File: config.mk
export PLATFORM = sky130hd
export DESIGN_NAME = dmem_router
export DESIGN_NICKNAME = d
export VERILOG_FILES = /design/src/rtl/dmr_pkg.sv /design/src/rtl/dmr_bit_map.sv /design/src/rtl/dmr_int_decode.sv /design/src/rtl/dmr_ext_decode.sv /design/src/rtl/dmem_router.sv
export SDC_FILE = /design/constraint.sdc
export NUM_CORES = 1
export LEC_CHECK = 0
export BUFFER_PORTS_ARGS = -buffer_cell sky130_fd_sc_hd__buf_2
export CAP_MARGIN = 5
export CORE_MARGIN = 8
export CORE_UTILIZATION = 30
export CTS_BUF_LIST = sky130_fd_sc_hd__clkbuf_4
export DETAILED_ROUTE_END_ITERATION = 7
export GPL_TIMING_DRIVEN = 0
export PLACE_DENSITY = 0.54
export SETUP_SLACK_MARGIN = 0.02
export SYNTH_ARGS = -nofsm -noshare
export SYNTH_HDL_FRONTEND = slang
export SYNTH_HIERARCHICAL = 1
export SYNTH_SLANG_ARGS = --single-unit
export TNS_END_PERCENT = 1
File: constraint.sdc
create_clock -name clk -period 1.6 [get_ports clk]
set_clock_uncertainty 0.1 [all_clocks]
set_input_delay 0.4 -clock clk [delete_from_list [all_inputs] [get_ports clk]]
set_output_delay 0.4 -clock clk [all_outputs]
set_load 0.01 [all_outputs]
File: src/rtl/dmr_pkg.sv
// Shared types for the data-space router.
// Assumes at most one access is described per route record.
package dmr_pkg;
    typedef enum logic [2:0] {
        TGT_NONE = 3'd0,
        TGT_LRAM = 3'd1,
        TGT_HRAM = 3'd2,
        TGT_SFR  = 3'd3,
        TGT_XRAM = 3'd4,
        TGT_XBUS = 3'd5
    } tgt_e;

    typedef struct packed {
        tgt_e       tgt;
        logic [6:0] off;
        logic       bit_en;
        logic [2:0] bit_idx;
    } int_route_t;
endpackage

File: src/rtl/dmr_bit_map.sv
// Expands an 8-bit bit address into a byte offset and a bit index.
// Bit addresses below 0x80 map to lower RAM bytes 0x20..0x2F.
// Bit addresses at or above 0x80 map to register-file bytes whose address ends in 0 or 8.
// Purely combinational; assumes an 8-bit internal space.
module dmr_bit_map (
    input  logic [7:0] bit_addr,
    output logic       in_sfr,
    output logic [6:0] byte_off,
    output logic [2:0] idx
);
    localparam logic [6:0] BIT_BASE = 7'h20;

    // Choose the byte holding the bit, and the position of the bit in it.
    always_comb begin
        in_sfr = bit_addr[7];
        idx    = bit_addr[2:0];
        if (bit_addr[7])
            byte_off = {bit_addr[6:3], 3'b000};
        else
            byte_off = BIT_BASE + {3'b000, bit_addr[6:3]};
    end
endmodule

File: src/rtl/dmr_int_decode.sv
// Resolves one internal access to lower RAM, upper RAM or the register file.
// Precedence: register operand, then bit operand, then byte by mode.
// Combinational; the caller qualifies the result with the strobes.
module dmr_int_decode
    import dmr_pkg::*;
#(
    parameter int BANK_W = 2
) (
    input  logic [7:0]        addr,
    input  logic              indirect,
    input  logic              is_bit,
    input  logic              is_reg,
    input  logic [BANK_W-1:0] bank,
    output int_route_t        route
);
    localparam int REG_W = 3;
    localparam int PAD_W = 7 - BANK_W - REG_W;

    logic       bm_sfr;
    logic [6:0] bm_off;
    logic [2:0] bm_idx;

    dmr_bit_map u_bit_map (
        .bit_addr (addr),
        .in_sfr   (bm_sfr),
        .byte_off (bm_off),
        .idx      (bm_idx)
    );

    // Apply the precedence and produce the target and offset.
    always_comb begin
        route = '{tgt: TGT_NONE, off: 7'd0, bit_en: 1'b0, bit_idx: 3'd0};
        if (is_reg) begin
            route.tgt = TGT_LRAM;
            route.off = {{PAD_W{1'b0}}, bank, addr[REG_W-1:0]};
        end else if (is_bit) begin
            route.tgt     = bm_sfr ? TGT_SFR : TGT_LRAM;
            route.off     = bm_off;
            route.bit_en  = 1'b1;
            route.bit_idx = bm_idx;
        end else if (!addr[7]) begin
            route.tgt = TGT_LRAM;
            route.off = addr[6:0];
        end else begin
            route.tgt = indirect ? TGT_HRAM : TGT_SFR;
            route.off = addr[6:0];
        end
    end
endmodule

File: src/rtl/dmr_ext_decode.sv
// Splits the external-data address space into on-chip XRAM and the off-chip bus.
// XRAM occupies the lowest 2**XRAM_AW bytes; everything above goes off chip.
module dmr_ext_decode #(
    parameter int XA_W    = 16,
    parameter int XRAM_AW = 13
) (
    input  logic [XA_W-1:0]    xaddr,
    output logic               to_xram,
    output logic [XRAM_AW-1:0] xram_off
);
    // An address is in XRAM when all bits above the XRAM window are zero.
    always_comb begin
        to_xram  = (xaddr[XA_W-1:XRAM_AW] == '0);
        xram_off = xaddr[XRAM_AW-1:0];
    end
endmodule

File: src/rtl/dmem_router.sv
// Top of the data-space router. It arbitrates internal over external strobes.
// It registers one-hot selects and the per-target offsets for one cycle of latency.
// Address outputs are zero unless their own select is set.
module dmem_router
    import dmr_pkg::*;
#(
    parameter int BANK_W  = 2,
    parameter int PAGE_W  = 8,
    parameter int XA_W    = 16,
    parameter int XRAM_AW = 13
) (
    input  logic               clk,
    input  logic               rst_n,
    input  logic [7:0]         ia_addr,
    input  logic               ia_indirect,
    input  logic               ia_bit,
    input  logic               ia_reg,
    input  logic               ia_rd,
    input  logic               ia_wr,
    input  logic [BANK_W-1:0]  bank_sel,
    input  logic [PAGE_W-1:0]  sfr_page_in,
    input  logic [XA_W-1:0]    xa_addr,
    input  logic               xa_rd,
    input  logic               xa_wr,
    output logic               sel_lram,
    output logic               sel_hram,
    output logic               sel_sfr,
    output logic               sel_xram,
    output logic               sel_xbus,
    output logic [6:0]         lram_off,
    output logic [6:0]         hram_off,
    output logic [6:0]         sfr_off,
    output logic [PAGE_W-1:0]  sfr_page,
    output logic [XRAM_AW-1:0] xram_off,
    output logic [XA_W-1:0]    xbus_addr,
    output logic               bit_vld,
    output logic [2:0]         bit_idx,
    output logic               acc_we
);
    int_route_t         iroute;
    logic               ext_xram;
    logic [XRAM_AW-1:0] ext_off;
    logic               int_go, ext_go;
    tgt_e               tgt_n;

    dmr_int_decode #(.BANK_W(BANK_W)) u_int (
        .addr     (ia_addr),
        .indirect (ia_indirect),
        .is_bit   (ia_bit),
        .is_reg   (ia_reg),
        .bank     (bank_sel),
        .route    (iroute)
    );

    dmr_ext_decode #(.XA_W(XA_W), .XRAM_AW(XRAM_AW)) u_ext (
        .xaddr    (xa_addr),
        .to_xram  (ext_xram),
        .xram_off (ext_off)
    );

    // Arbitrate: an internal strobe blocks any external strobe in the same cycle.
    always_comb begin
        int_go = ia_rd | ia_wr;
        ext_go = !int_go && (xa_rd | xa_wr);
        if (int_go)      tgt_n = iroute.tgt;
        else if (ext_go) tgt_n = ext_xram ? TGT_XRAM : TGT_XBUS;
        else             tgt_n = TGT_NONE;
    end

    // Register the selects and zero every field that does not belong to the winner.
    always_ff @(posedge clk) begin
        if (!rst_n) begin
            sel_lram  <= 1'b0;
            sel_hram  <= 1'b0;
            sel_sfr   <= 1'b0;
            sel_xram  <= 1'b0;
            sel_xbus  <= 1'b0;
            lram_off  <= '0;
            hram_off  <= '0;
            sfr_off   <= '0;
            sfr_page  <= '0;
            xram_off  <= '0;
            xbus_addr <= '0;
            bit_vld   <= 1'b0;
            bit_idx   <= '0;
            acc_we    <= 1'b0;
        end else begin
            sel_lram  <= (tgt_n == TGT_LRAM);
            sel_hram  <= (tgt_n == TGT_HRAM);
            sel_sfr   <= (tgt_n == TGT_SFR);
            sel_xram  <= (tgt_n == TGT_XRAM);
            sel_xbus  <= (tgt_n == TGT_XBUS);
            lram_off  <= (tgt_n == TGT_LRAM) ? iroute.off : '0;
            hram_off  <= (tgt_n == TGT_HRAM) ? iroute.off : '0;
            sfr_off   <= (tgt_n == TGT_SFR)  ? iroute.off : '0;
            sfr_page  <= (tgt_n == TGT_SFR)  ? sfr_page_in : '0;
            xram_off  <= (tgt_n == TGT_XRAM) ? ext_off : '0;
            xbus_addr <= (tgt_n == TGT_XBUS) ? xa_addr : '0;
            bit_vld   <= int_go && iroute.bit_en;
            bit_idx   <= (int_go && iroute.bit_en) ? iroute.bit_idx : '0;
            acc_we    <= int_go ? ia_wr : (ext_go && xa_wr);
        end
    end

    // any strobe in the previous cycle gives exactly one select.
    assert_one_target_R10: assert property (@(posedge clk) disable iff (!rst_n)
        ($past(rst_n) && $past(ia_rd | ia_wr | xa_rd | xa_wr))
            |-> ($countones({sel_lram, sel_hram, sel_sfr, sel_xram, sel_xbus}) == 1));

    // no strobe in the previous cycle gives no select.
    assert_idle_quiet_R11: assert property (@(posedge clk) disable iff (!rst_n)
        ($past(rst_n) && !$past(ia_rd | ia_wr | xa_rd | xa_wr))
            |-> ({sel_lram, sel_hram, sel_sfr, sel_xram, sel_xbus} == 5'b0));

    // upper RAM is reached only by a pointer-based byte access above 0x7F.
    assert_hram_indirect_R3: assert property (@(posedge clk) disable iff (!rst_n)
        sel_hram |-> ($past(ia_indirect) && !$past(ia_bit) && !$past(ia_reg) && $past(ia_addr[7])));

    // the register file is never reached through a pointer-based byte access.
    assert_sfr_not_indirect_R4: assert property (@(posedge clk) disable iff (!rst_n)
        sel_sfr |-> (!$past(ia_indirect) || $past(ia_bit)));

    // XRAM is chosen only for addresses inside its window.
    assert_xram_window_R8: assert property (@(posedge clk) disable iff (!rst_n)
        sel_xram |-> ($past(xa_addr[XA_W-1:XRAM_AW]) == '0));
endmodule

After elaboration in Yosys (flattened, before gate mapping)

Cells that the tools add are included.

Add/sub/neg operators: 1
Eq/ne operators: 5
Multiplexer cells: 12
Bitwise operators: 5
Reductions and logical operators: 11

Operators by type and width:

| kind                                           | count |
|---|---|
| two-way mux 10 bit                             | 3 |
| AND reduction 2 bit                            | 5 |
| two-way mux 4 bit                              | 2 |
| adder 6 x 4 -> 7 bit (first input constant)    | 1 |
| two-way mux 7 bit                              | 1 |
| == test 3 x 2 -> 1 bit (second input constant) | 2 |
| == test 3 bit (second input constant)          | 2 |
| two-way mux 3 bit                              | 2 |
| OR reduction 4 bit                             | 1 |
| == test 3 x 1 -> 1 bit (second input constant) | 1 |
| logical AND 1 bit                              | 3 |
| logical NOT 3 bit                              | 1 |
| two-way mux 1 bit                              | 3 |
| NOT 1 bit                                      | 3 |
| two-way mux 2 bit                              | 1 |
| OR 1 bit                                       | 2 |
| logical NOT 1 bit                              | 1 |

Flip-flop bits (word level): 68
Bits of input ports: 43
Output and inout bits: 68
Word-level logic and storage cells: 48

Longest topological paths before layout

Gate-level depths: netlist (run 1).

Depth after elaboration: 7
Gate-level depth with buffers: 8
Gate-level depth less buffers: 5

Cells and area by module

Netlist (run 1), hierarchy kept.

Modules (own cells, without submodules):

| module         | instances | cells an instance | area an instance (um2) | sequential area each (um2) |
|---|---|---|---|---|
| dmem_router    | 1         | 181               | 2077.0                 | 1361.3 |
| dmr_int_decode | 1         | 26                | 214.0                  | 0.0 |
| dmr_ext_decode | 1         | 14                | 107.6                  | 0.0 |
| dmr_bit_map    | 1         | 11                | 92.6                   | 0.0 |

Least setup slack after synthesis (run 1)

Ideal clock, no wire load.

Kind: input to register
Start: in ia_bit
End: reg xram_off[3]
Library setup time: 130 ps
Arrival: 1450 ps
Data required time: 1370 ps
Setup slack: -80 ps
Cell stages on the path: 7
Cells stage by stage: buf_6 -> mux2i_1 -> nor2_1 -> o21ai_0 -> o2111ai_2 -> buf_6 -> nor3_1

RTL lines:

| what                   | line              | source |
|---|---|---|
| start: declaration     | dmem_router.sv:16 | `input logic ia_bit,` |
| end signal: assignment | dmem_router.sv:97 | `xram_off <= (tgt_n == TGT_XRAM) ? ext_off : '0;` |
| end: declaration       | dmem_router.sv:34 | `output logic [XRAM_AW-1:0] xram_off,` |

==> out/results.md, run 1 <==
* status: complete, no violations
* global-route wire length before repair: 10.1 mm
* Worst-Margin Slew: 0.541 ns
* GR Util All Layers: 11.4%
* clock tree from TritonCTS: done
* power after layout: 3.46 mW
* pins over their slew limit: 0
* period utilization: 95.8%
* EDFF count, synth: 0
* minimum setup slack in the final design: 0.0667 ns
* most frequently used cell type in the post-synthesis netlist: sky130_fd_sc_hd__dfxtp_1
* type of element capturing the critical path: register
* routed wire length: 6.42 mm
* clock period minus final worst setup slack: 1.53 ns
* setup slack after placement: -0.369 ns
* number of fill cells in the layout: 823
* final routed wire length divided by cell count: 14.0 um
* relative area change from synthesis to final layout: 34.5%
* setup repair after global routing missed its margin: yes
* Hold-fix buffers, CTS: 0
* placeable core region: 0.00813 sq mm
* Max-slew headroom: 63.8%
* number of setup violations in the final report: 0
* endpoint of the most critical setup path: lram_off[1]$_SDFF_PN0_
* via density per instance: 4.18
* num ports: 111
* start-to-end type of the worst setup path: input pin to register
* Avg Inst Size Synth: 10.7 sq um
* Detailed Routing Iterations Pass 1: 4
* Setup crit start: ia_addr[7]
* post-detail-place hpwl: 5.07 mm
* Warnings, synthesis: 6
* overflow left after global routing: 0
* NumNets Final: 392
* ratio of cells with drive above 1 in the final layout: 49.4%
* data arrival at the endpoint of the critical path: 1.80 ns
* number of remaining DRC errors: 0
* Critical Path Source Type: input pin
* required time of the critical path: 1.87 ns
* maximum number of pins on one net before global-route repair: 14
* dominant cell type by area after synthesis: sky130_fd_sc_hd__dfxtp_1
* top cells by area in the synthesized netlist: sky130_fd_sc_hd__dfxtp_1 55%, sky130_fd_sc_hd__buf_4 5.4%, sky130_fd_sc_hd__and3_1 4.5%, sky130_fd_sc_hd__nor3b_1 4.5%, sky130_fd_sc_hd__buf_6 4.1%
* leakage component of the power: 1.72 nW
* Hold Crit Class: input pin to register
* depth of the CTS H-tree: 3
* number of global-route vias before repair: 1,944
* Achievable Freq: 652 MHz
* FFs w/ async S/R, synth: 0%
* CP Max Fanout: 10
* ratio of total power to cell area: 1030 mW/mm^2
* peak supply drop: 0.000413 V
* CTS buffer count: 9
* number of placement rows: 33
* count of unique library cells instantiated by Yosys: 33
* max cap viols: 0
* number of hold violations in the final report: 0
* final RePlAce weighted congestion: 0.700
* Synth Register Bits: 68
* number of sinks handled by clock tree synthesis: 68
* Die H: 107 um
* netlist area before placement: 0.00249 sq mm
* Synthesized Nets: 275
* deepest clock path buffer count: 2
* initial antenna violation count: 0
* antenna cells: 0
* die area: 0.0115 sq mm
* top cells by instance count after synthesis: 68 x sky130_fd_sc_hd__dfxtp_1, 18 x sky130_fd_sc_hd__and3_1, 18 x sky130_fd_sc_hd__buf_4
* area share of the leading cell type in the synthesized netlist: 54.6%
* register clock-pin slew on the reported worst setup and hold paths: 0.13 ns
* DRC violation total after the first TritonRoute iteration: 50
* Final ANT Viol Nets: 0
* final core utilization: 41.2%
* overall via count from detail_route: 1,919
* post-synthesis cell count: 232
* floorplan die width: 107 um
* prevailing post-synth register cell: sky130_fd_sc_hd__dfxtp_1
* count of input and output buffers: 106
* initial cell density of the core: 30.6%
* proportion of synthesized chip area in sequential cells: 54.6%
* Root Buffer Master: sky130_fd_sc_hd__clkbuf_4
power by group:
group / internal [mW] / total, mW / switching, mW
Clock: 0.644 / 1.31 / 0.663
Combinational: 0.196 / 0.407 / 0.211
Sequential: 1.74 / 1.75 / 0.0105
Total: 2.58 / 3.46 / 0.885
worst min-delay path by stage:
stage	startpoint	endpoint	slack (ns)	cells after the start
detailed placement	sfr_page_in[0]	sfr_page[0]$_SDFF_PN0_	0.54	2
finish	sfr_page_in[2]	sfr_page[2]$_SDFF_PN0_	0.1	2
global placement	sfr_page_in[2]	sfr_page[2]$_SDFF_PN0_	0.53	2
floorplan	rst_n	acc_we$_SDFF_PN0_	0.42	1
CTS	sfr_page_in[0]	sfr_page[0]$_SDFF_PN0_	0.07	2
global route	sfr_page_in[7]	sfr_page[7]$_SDFF_PN0_	0.06	2
registers in the layout, indices dropped and copies added (netlist names):
signal,count
acc_we,1
bit_idx,3
bit_vld,1
xbus_addr,16
sfr_page,8
sel_sfr,1
hram_off,7
sel_lram,1
xram_off,13
sel_xram,1
sel_hram,1
sel_xbus,1
sfr_off,7
lram_off,7
layer usage:
metal / routed length, um / vias to the layer above / track usage (%)
met4: 105 / 0 / 5.13
met1: 2700 / 872 / 12.8
met2: 3180 / 51 / 18.6
li1: - / 988 / -
met5: 0 / - / 0
met3: 438 / 8 / 4.62
area by class of cell:
cell class,instances,area (sq um),area share [%]
Tap cell,105,131,3.92
Inverter,13,48.8,1.46
Timing Repair Buffer,106,531,15.8
Clock buffer,9,67.6,2.02
Sequential cell,68,1360,40.6
Clock inverter,7,98.8,2.95
Multi-Input combinational cell,117,841,25.1
Buffer,34,270,8.07
critical path, cell delays in order:
cell and delay, ns:
sky130_fd_sc_hd__buf_2 0.15, sky130_fd_sc_hd__buf_4 0.14, sky130_fd_sc_hd__mux2i_1 0.24, sky130_fd_sc_hd__nor2_4 0.11
sky130_fd_sc_hd__nor4b_2 0.55, sky130_fd_sc_hd__and2_1 0.20
kinds of logic (layout without fill, tap and decap cells):
| family | after synthesis | in the layout | share of synthesized area, % |
|---|---|---|---|
| other | 1 | 1 | 0.151 |
| AO/OA/AOI/OAI | 9 | 9 | 3.16 |
| AND/OR/NAND/NOR | 98 | 98 | 25.0 |
| flip-flops | 68 | 68 | 54.6 |
| buffers and inverters | 47 | 169 | 12.7 |
| multiplexers | 9 | 9 | 4.42 |
stage by stage:
stage	area, sq um	setup TNS, ns	hold WS (ns)	cells
floorplan	2520	0	0.418	232
global placement	3180	-14.47	0.532	443
detailed placement	3180	-15.59	0.536	443
CTS	3340	0	0.0722	459
global route	3350	-0.200	0.0609	459
finish	3350	0	0.0982	459
cells in the final DEF (no fill, tap or decap), drive strengths merged:
cell type / synthesis / final
bufinv: 0 / 2
o2111ai: 1 / 1
nor3b: 17 / 17
nand3: 1 / 1
nor2b: 3 / 3
inv: 13 / 15
o41a: 1 / 1
o21ai: 5 / 5
and3: 18 / 18
or4: 1 / 1
nand2b: 1 / 1
nand2: 9 / 9
o21a: 1 / 1
mux2i: 5 / 5
and2b: 3 / 3
nor4: 7 / 7
clkinv: 0 / 2
clkinvlp: 0 / 1
conb: 1 / 1
nor4b: 2 / 2
and2: 14 / 14
dfxtp: 68 / 68
nor2: 8 / 8
o41ai: 1 / 1
clkbuf: 4 / 12
mux2: 4 / 4
buf: 30 / 137
nor3: 14 / 14
timing repair:
item | in CTS | in global routing
resized for setup | 0 | 2
setup buffers | 0 | 0
endpoints found under the setup margin | 0 | 4
(Power assumes the default switching activity.)
==> run 2: changes to the inputs <==
- CORE_ASPECT_RATIO: unset -> 1.4
==> run 2 against run 1 <==
Against the previous run:
- die area is 0.36% higher
- global-route usage is 0.31 points higher
- count of clock-buffer cells in the layout stayed put
- power is 0.36% lower
- via count is 1.8% higher
- sequential cell count stayed put
==> out/results.md, run 2 (same netlist as run 1, synthesis figures left out) <==
* Hold-fix buffers, CTS: 0, unchanged
* Max stage delay cell, worst path: sky130_fd_sc_hd__nor4b_2
* ratio of cells with drive above 1 in the final layout: 49.4%, unchanged
* count of input and output buffers: 106, unchanged
* num ports: 111, unchanged
* number of hold violations in the final report: 0, unchanged
* post-detail-place hpwl: 5.23 mm, +3.1%
* pins over their slew limit: 0, unchanged
* floorplan die width: 93.0 um, -13%
* Hold Crit Class: input pin to register
* routed wire length: 6.54 mm, +1.8%
* number of sinks handled by clock tree synthesis: 68, unchanged
* number of global-route vias before repair: 2,007, +3.2%
* DRC violation total after the first TritonRoute iteration: 60, +20%
* endpoint of the most critical setup path: lram_off[4]$_SDFF_PN0_
* max cap viols: 0, unchanged
* registers with the most flip-flops: xbus_addr (16), xram_off (13), sfr_page (8)
* maximum number of pins on one net before global-route repair: 14, unchanged
* buffer and inverter count on the worst path: 2, unchanged
* setup repair after global routing missed its margin: yes
* NumNets Final: 392, unchanged
* peak supply drop: 0.000442 V, +6.9%
* multi-input logic area: 836 sq um, -0.60%
* final worst hold slack: 0.0923 ns, -0.00595 ns
* clock period minus final worst setup slack: 1.53 ns, -0.00609 ns
* Achievable Freq: 655 MHz, +0.40%
* die area: 0.0115 sq mm, +0.36%
* Setup crit start: ia_addr[7]
* Max-slew headroom: 59.7%, -4.2 points
* Root Buffer Master: sky130_fd_sc_hd__clkbuf_4
* type of element capturing the critical path: register
* overflow left after global routing: 0, unchanged
* post-CTS setup buffers: 0, unchanged
* CTS buffer count: 9, unchanged
* required time of the critical path: 1.88 ns, about the same
* placeable core region: 0.00810 sq mm, -0.42%
* commonest non-fill, non-tap cells in the layout: 109 x sky130_fd_sc_hd__buf_2, 68 x sky130_fd_sc_hd__dfxtp_1, 18 x sky130_fd_sc_hd__and3_1, 18 x sky130_fd_sc_hd__buf_4, 15 x sky130_fd_sc_hd__nor3b_1
* data arrival at the endpoint of the critical path: 1.80 ns, about the same
* largest incremental delay on the critical path: 0.60 ns, +0.05 ns
* Worst-Margin Slew: 0.604 ns, +0.0625 ns
* global-route wire length before repair: 10.1 mm, about the same
* total number of cells along the worst setup path: 6, unchanged
* Die H: 124 um, +16%
* initial antenna violation count: 1, +1
* status: complete, no violations
* start-to-end type of the worst setup path: input pin to register
* number of setup violations in the final report: 0, unchanged
* ordered cell list for the critical path: buf_2, buf_4, mux2i_1, nor2_2, nor4b_2, and2_1
* depth of the CTS H-tree: 3, unchanged
* period utilization: 95.5%, -0.38 points
* cell family with most CP delay: simple AND/OR/NAND/NOR gates
* register clock-pin slew on the reported worst setup and hold paths: 0.12 ns, about the same
* sequential cell area: 0.00136 sq mm, unchanged
* via density per instance: 4.28, +2.3%
* deepest clock path buffer count: 2, unchanged
* power after layout: 3.45 mW, -0.36%
* overall via count from detail_route: 1,954, +1.8%
* number of placement rows: 39, +18%
* total of cells resized after clock tree synthesis: 0, unchanged
* clock tree from TritonCTS: done
* Top reg by flops: xbus_addr
* Detailed Routing Iterations Pass 1: 4, unchanged
* final routed wire length divided by cell count: 14.3 um, +2.3%
* Final ANT Viol Nets: 0, unchanged
* number of fill cells in the layout: 852, +3.5%
* leakage component of the power: 1.72 nW, about the same
* GR Util All Layers: 11.7%, +0.31 points
* final RePlAce weighted congestion: 0.691, -1.2%
* number of flip-flops under the largest register name: 16, unchanged
* ratio of total power to cell area: 1030 mW/mm^2, -0.18%
* Critical Path Source Type: input pin
* CP Max Fanout: 10, unchanged
* number of remaining DRC errors: 0, unchanged
* commonest non-fill, non-tap cell in the layout: sky130_fd_sc_hd__buf_2
* initial cell density of the core: 30.8%, +0.13 points
* relative area change from synthesis to final layout: 34.2%
[run 2: cell types whose count changed in the layout (fill, tap and decap cells not counted), sizes merged]
cell	previous run	this run
diode	0	1
[run 2: how the worst min path moves through the flow]
| stage | from | end | slack, ns | depth (start not counted) |
|---|---|---|---|---|
| 6_report | sfr_page_in[4] | sfr_page[4]$_SDFF_PN0_ | 0.09 | 2 |
| 5_1_grt | sfr_page_in[1] | sfr_page[1]$_SDFF_PN0_ | 0.05 | 2 |
| 4_1_cts | sfr_page_in[4] | sfr_page[4]$_SDFF_PN0_ | 0.06 | 2 |
| 2_1_floorplan | rst_n | acc_we$_SDFF_PN0_ | 0.42 | 1 |
| 3_3_place_gp | sfr_page_in[2] | sfr_page[2]$_SDFF_PN0_ | 0.53 | 2 |
| 3_5_place_dp | sfr_page_in[4] | sfr_page[4]$_SDFF_PN0_ | 0.53 | 2 |
[run 2: final cells by class]
class | instances | share of cell area, %
sequential | 68 | 40.7
tap | 102 | 3.82
buffer | 34 | 8.08
antenna | 1 | 0.0749
timing repair buffer | 106 | 15.9
multi-input combinational | 117 | 25.0
clock inverter | 7 | 2.96
clock buffer | 9 | 2.02
inverter | 13 | 1.46
[run 2: report_power, final]
part           internal (mW)  total [mW]  switching, mW  leakage, nW
sequential              1.74        1.75        0.00998        0.552
combinational          0.195       0.405          0.210         1.08
clock                  0.643        1.30          0.653       0.0869
total                   2.58        3.45          0.873         1.72
[run 2: metrics by stage]
| stage | util [%] | cell area, sq um | TNS (ns) | cells | setup slack [ns] |
|---|---|---|---|---|---|
| CTS | 41.2 | 3340 | 0 | 456 | 0.0436 |
| finish | 41.3 | 3340 | 0 | 457 | 0.0728 |
| floorplan | - | 2520 | 0 | 232 | 0.0163 |
| detailed placement | 39.2 | 3170 | -18.90 | 440 | -0.423 |
| global route | 41.3 | 3340 | -0.747 | 457 | -0.0929 |
| global placement | 39.2 | 3170 | -17.66 | 440 | -0.408 |
[run 2: layer usage]
metal	track usage (%)	wire (um)	vias up
met5	0	0	-
met4	6.07	102	0
met3	5.49	607	6
met2	20.0	3310	79
met1	11.7	2520	883
li1	-	-	986
